`src/rtl/rtc_alarm_pkg.sv`:
```
package rtc_alarm_pkg;
  localparam int unsigned BYTE_W   = 8;
  localparam int unsigned N_FIELDS = 3;

  typedef struct packed {
    logic periodic;
    logic alarm;
    logic update;
  } rtc_flags_t;
endpackage

```
`src/rtl/rtc_rst_sync.sv`:
```
module rtc_rst_sync #(
  parameter int unsigned STAGES = 2
) (
  input  logic clk,
  input  logic rst_n,
  output logic rst_sync_n
);
  logic [STAGES-1:0] chain_q;

  always_ff @(posedge clk or negedge rst_n) begin
    if (!rst_n) chain_q <= '0;
    else        chain_q <= {chain_q[STAGES-2:0], 1'b1};
  end

  assign rst_sync_n = chain_q[STAGES-1];
endmodule

```
`src/rtl/rtc_field_match.sv`:
```
module rtc_field_match #(
  parameter int unsigned W = 8
) (
  input  logic [W-1:0] cur_val,
  input  logic [W-1:0] alm_val,
  output logic         hit
);
  localparam logic [1:0] WILD_CODE = 2'b11;

  logic wild;

  always_comb begin
    wild = (alm_val[W-1 -: 2] == WILD_CODE);
    hit  = wild || (alm_val == cur_val);
  end
endmodule

```
`src/rtl/rtc_flag_reg.sv`:
```
module rtc_flag_reg
  import rtc_alarm_pkg::*;
(
  input  logic       clk,
  input  logic       rst_n,
  input  logic       upd_strobe,
  input  logic       periodic_evt,
  input  logic       all_hit,
  input  logic       rd_strobe,
  output rtc_flags_t flags_q
);
  rtc_flags_t flags_d;
  rtc_flags_t set_vec;
  rtc_flags_t kept;

  always_comb begin
    set_vec.periodic = periodic_evt;
    set_vec.alarm    = upd_strobe & all_hit;
    set_vec.update   = upd_strobe;
    kept             = rd_strobe ? '0 : flags_q;
    flags_d          = kept | set_vec;
  end

  always_ff @(posedge clk or negedge rst_n) begin
    if (!rst_n) flags_q <= '0;
    else        flags_q <= flags_d;
  end
endmodule

```
`src/rtl/rtc_alarm_flags.sv`:
```
module rtc_alarm_flags
  import rtc_alarm_pkg::*;
#(
  parameter int unsigned W       = BYTE_W,
  parameter int unsigned NFIELDS = N_FIELDS,
  localparam int unsigned TW     = W * NFIELDS,
  localparam int unsigned PAD_W  = W - 4
) (
  input  logic          clk,
  input  logic          rst_n,
  input  logic          upd_strobe,
  input  logic          periodic_evt,
  input  logic          rd_strobe,
  input  logic          en_periodic,
  input  logic          en_alarm,
  input  logic          en_update,
  input  logic [TW-1:0] time_now,
  input  logic [TW-1:0] alarm_set,
  output logic [W-1:0]  regc_rdata,
  output logic          irq_o
);
  logic               rst_sync_n;
  logic [NFIELDS-1:0] field_hit;
  logic               all_hit;
  rtc_flags_t         flags_q;
  rtc_flags_t         enables;
  logic               irq_sum;

  rtc_rst_sync #(.STAGES(2)) u_rst (
    .clk        (clk),
    .rst_n      (rst_n),
    .rst_sync_n (rst_sync_n)
  );

  for (genvar f = 0; f < NFIELDS; f++) begin : g_field
    rtc_field_match #(.W(W)) u_cmp (
      .cur_val (time_now[f*W +: W]),
      .alm_val (alarm_set[f*W +: W]),
      .hit     (field_hit[f])
    );
  end

  rtc_flag_reg u_flags (
    .clk          (clk),
    .rst_n        (rst_sync_n),
    .upd_strobe   (upd_strobe),
    .periodic_evt (periodic_evt),
    .all_hit      (all_hit),
    .rd_strobe    (rd_strobe),
    .flags_q      (flags_q)
  );

  always_comb begin
    all_hit          = &field_hit;
    enables.periodic = en_periodic;
    enables.alarm    = en_alarm;
    enables.update   = en_update;
    irq_sum          = |(flags_q & enables);
    regc_rdata       = {irq_sum, flags_q, {PAD_W{1'b0}}};
    irq_o            = irq_sum;
  end
endmodule

```
`config.mk`:
```
export PLATFORM = sky130hd
export DESIGN_NAME = rtc_alarm_flags
export DESIGN_NICKNAME = d
export VERILOG_FILES = /design/src/rtl/rtc_alarm_pkg.sv /design/src/rtl/rtc_rst_sync.sv /design/src/rtl/rtc_field_match.sv /design/src/rtl/rtc_flag_reg.sv /design/src/rtl/rtc_alarm_flags.sv
export SDC_FILE = /design/constraint.sdc
export NUM_CORES = 1
export LEC_CHECK = 0
export ABC_CLOCK_PERIOD_IN_PS = 2600
export BUFFER_PORTS_ARGS = -buffer_cell sky130_fd_sc_hd__buf_2
export CORE_UTILIZATION = 33
export CTS_BUF_LIST = sky130_fd_sc_hd__clkbuf_16
export DETAILED_ROUTE_END_ITERATION = 12
export PLACE_DENSITY = 0.84
export SLEW_MARGIN = 20
export SYNTH_ARGS = -nofsm -noshare
export SYNTH_HDL_FRONTEND = slang
export SYNTH_SLANG_ARGS = --single-unit
```
`constraint.sdc`:
```
create_clock -name clk -period 2.6 [get_ports clk]
set_clock_uncertainty 0.2 [all_clocks]
set_input_delay 0 -clock clk [delete_from_list [all_inputs] [get_ports clk]]
set_output_delay 0 -clock clk [all_outputs]
set_load 0.05 [all_outputs]
```
Yosys cells after proc, flatten, opt, wreduce, memory -nomap -nowiden

Cells that the tools add are included.

Register bits after elaboration: 5
Input bits: 56
Output and inout bits: 9
Logic and storage cells: 19

Equality and inequality tests: 6
Muxes and demuxes: 1
Bitwise logic cells: 3
Reduce and logical (&&, ||, !) cells: 5

Operators by type and width:

| cell                                  | count |
|---|---|
| 8-bit == test                         | 3 |
| 2-bit == test (second input constant) | 3 |
| 3-bit bitwise AND                     | 1 |
| 1-bit logical OR                      | 3 |
| 3-bit 2-to-1 mux                      | 1 |
| 3-bit bitwise OR                      | 1 |
| 3-bit AND reduction                   | 1 |
| 3-bit OR reduction                    | 1 |
| 1-bit bitwise AND                     | 1 |

Logic depth before layout (Yosys ltp)

Depth after elaboration: 5
Mapped depth: 4
Depth with buffers taken out: 4

Hierarchy

A second synthesis with hierarchy kept.

Cell total of the unflattened synthesis: 55
Area total of the unflattened synthesis: 494.2 µm²

Modules (own cells, without submodules):

| module          | instances | cells each | area an instance (µm²) | seq. area each (µm²) |
|---|---|---|---|---|
| rtc_field_match | 3         | 12         | 91.3                   | 0.0 |
| rtc_flag_reg    | 1         | 7          | 105.1                  | 75.1 |
| rtc_alarm_flags | 1         | 9          | 61.3                   | 0.0 |
| rtc_rst_sync    | 1         | 3          | 53.8                   | 50.0 |

Worst setup path after synthesis

No wires, ideal clock.

Path kind: flip-flop to output port
Start point: register u_flags.flags_q[0] (netlist name)
End point: output regc_rdata[7]
Arrival time: 1.468 ns
Required time: 2.400 ns
Path slack: 0.932 ns
Cell stages (with the launch flop): 4
Path buffers: 1
Cell sequence: dfrtp_1 -> a222oi_1 -> inv_1 -> buf_4

Longest elaborated chain between the ends: 2

Ends and longest elaborated chain:

| what               | line                  | RTL |
|---|---|---|
| 3-bit bitwise AND  | rtc_alarm_flags.sv:58 | `irq_sum = \|(flags_q & enables);` |
| 3-bit OR reduction | rtc_alarm_flags.sv:58 |  |
| end: declaration   | rtc_alarm_flags.sv:19 | `output logic [W-1:0] regc_rdata,` |

No other way between the ends.

==> run summary <==
Outcome = complete, no violations
Setup WS pre-CTS = 1.31 ns
Sw Ratio = 25.9%
Io pins = 65
Post-CTS Setup Bufs = 0
Comb power frac = 28.7%
Gr ovfl total = 0
Final TNS setup = 0 ns
Post-synthesis mux area share = 0%
Leak = 0.000539 uW
Worst hold slack = 0.141 ns
Fin nets = 181
Syn avg cell area = 9.37 sq um
P_sw = 120 uW
Antenna Cells = 0
Clock transition at path regs = 0.03 ns
Adder-cell share of the synthesized area = 0%
P_int = 344 uW
TritonCTS Buffers = 3
Max cap viols = 0
Ranking of synthesized cells by area = xor2_1 (42%), dfrtp_1 (25%), buf_4 (7.6%), nor4_1 (7.6%), a22oi_1 (4.5%)
Most frequent CP cell = dlygate4sd3_1
Vias = 623
Sequential group share of total power = 18.2%
GPL Wtd Cong = 0.654
Vias per inst = 4.48
Mapped cell area = 497 sq um
WL/cell = 9.73 microns
Synth Area in Simple Gates = 8.31%
VDD IR-drop max = 340 uV
Synth Warn # = 0
Synth cell types = 11
1st-iter DRT viols = 4
Share of layout cells above drive strength 1 = 51.6%
CP Capture Type = register
Setup WS post-layout = 0.988 ns
WP buf/inv = 4
Crit path max-delay cell type = dlygate4sd3_1
Total GRT Usage = 18.8%
CTS tree = built
Max incr delay on CP = 0.58 ns
Final setup violating endpoints = 0
Clock period minus worst slack = 1.61 ns
Largest family of logic cells by synthesized area = XOR/XNOR gates
XOR/XNOR Fraction of Synth Area = 42.3%
Number of clock sinks = 5
Pin count of the biggest net entering global routing = 4
Vias in the first global route = 562
WS Path Type = input pin to register
Die X = 40.8 microns
CP startpoint kind = input pin
Unrepaired setup endpoints after global routing = no
Buffers on Ports = 60
Area Growth Syn to Fin = 92.9%
Worst-path maximum fanout = 2
Remaining DRCs = 0
Period utilization = 62.0%
Clk buf depth = 2
Biggest area consumer among synthesized cells = xor2_1
Fmax = 620 MHz
Initial antenna violation count = 0
Largest delay share family, worst path = buffers and inverters
Compound-Gate Fraction of Synth Area = 12.8%
Hold Path Class = register to register
Skew-Pair Late Insertion Delay = 0.22 ns
First-pass GRT wire length = 2.02 mm
Max-slew violations = 0
Sequence of cells on the critical path = dlygate4sd3_1 > buf_2 > inv_1 > o41ai_2 > dlygate4sd3_1
Row count = 13
TritonRoute pass-1 iters = 4
Top-area cell type share of the netlist area = 42.3%
Die height = 40.8 microns
Final Hold Fails = 0
CP Data Required Time = 2.56 ns
Root Buffer = clkbuf_16
Die area = 0.00166 sq mm
FF+latch count, synth = 5
Clock share of power = 53.1%
H-tree depth = 1
DP HPWL = 1.08 mm
Post-DRT Antenna Nets = 0
Critical Path AT = 1.57 ns
Core footprint = 0.00135 sq mm
Sequential fraction of the synthesis area = 25.2%
Cell Pwr Density = 484 mW/mm^2
Initial Util = 36.8%
DRT Wirelength = 1.35 mm
Mapped Cells = 53
[cells in the final DEF, fill, tap and decap left out]
| master | instances |
|---|---|
| buf_2 | 60 |
| xor2_1 | 24 |
| dlygate4sd3_1 | 9 |
| nor4_1 | 6 |
| conb_1 | 5 |
| dfrtp_1 | 5 |
| inv_1 | 4 |
| a22oi_1 | 3 |
| clkbuf_16 | 3 |
| a21o_1 | 2 |
| nand2_1 | 1 |
| o41ai_2 | 1 |
| a222oi_1 | 1 |
[final cells by class]
| class | instances | area (sq um) |
|---|---|---|
| Clock buffer | 3 | 75.1 |
| Clock inverter | 1 | 3.75 |
| Fill cell | 105 | 392 |
| Inverter | 3 | 11.3 |
| Multi-Input combinational cell | 43 | 334 |
| Sequential cell | 5 | 125 |
| Tap cell | 15 | 18.8 |
| Timing Repair Buffer | 69 | 390 |
[synthesized netlist by cell type, drive strengths merged]
| cell | instances |
|---|---|
| a21o | 2 |
| a222oi | 1 |
| xor2 | 24 |
| dfrtp | 5 |
| a22oi | 3 |
| nor4 | 6 |
| inv | 3 |
| buf | 5 |
| o41ai | 1 |
| conb | 2 |
| nand2 | 1 |
[path summary, 6_finish.rpt]
path                                    startpoint                  to  slack, ns  depth (start not counted)
max in group asynchronous                    rst_n    u_rst.chain_q[1]       1.64                          3
worst min-delay path              u_rst.chain_q[0]    u_rst.chain_q[1]       0.14                          0
worst max register to register  u_flags.flags_q[2]  u_flags.flags_q[2]       1.16                          2
worst max-delay path                    upd_strobe  u_flags.flags_q[1]       0.99                          5
min in group asynchronous         u_rst.chain_q[1]  u_flags.flags_q[0]       0.36                          1
worst min register to register    u_rst.chain_q[0]    u_rst.chain_q[1]       0.14                          0
[state kept, by name (all words and copies together) (netlist names)]
signal and flops:
u_rst.chain_q 2, u_flags.flags_q 3
[power by group through the flow]
stage                     clock (uW)  combinational, uW  sequential [uW]
after global placement             0                119             85.8
after detailed placement           0                122             85.9
after floorplan                    0               63.5             93.8
after global routing             258                147             85.1
after CTS                        251                134             84.3
final                            246                133             84.6
[cells by family (layout without fill, tap and decap cells)]
kind of cell    Yosys count  in the layout
compound gates            7              7
buf+inv                   8             76
simple gates              7              7
other cells               2              5
flops                     5              5
xor+xnor                 24             24
[metrics by stage]
stage | power [uW] | instances | util [%] | area (sq um)
2_1_floorplan | 157 | 56 | - | 508
3_3_place_gp | 205 | 126 | 58.5 | 790
3_5_place_dp | 208 | 126 | 58.5 | 790
4_1_cts | 469 | 139 | 71.0 | 958
5_1_grt | 490 | 139 | 71.0 | 958
6_report | 464 | 139 | 71.0 | 958
[worst register-to-register path: cells and delay by family (launching register included)]
family / cells / cell delay [ns]
AO/OA/AOI/OAI: 1 / 0.19
buffers and inverters: 1 / 0.54
flip-flops: 1 / 0.39
[routing by layer]
metal | part of all wire (%) | track usage (%)
met1 | 33 | 18.6
met2 | 57 | 36.3
met3 | 9.6 | 4.89
met4 | 0.81 | 6.67
met5 | 0 | 0
[timing repair]
action,4_1_cts,5_1_grt
gates resized for setup,0,0
endpoints found under the hold margin,8,0
hold buffers,9,0
(Power assumes the default switching activity.)
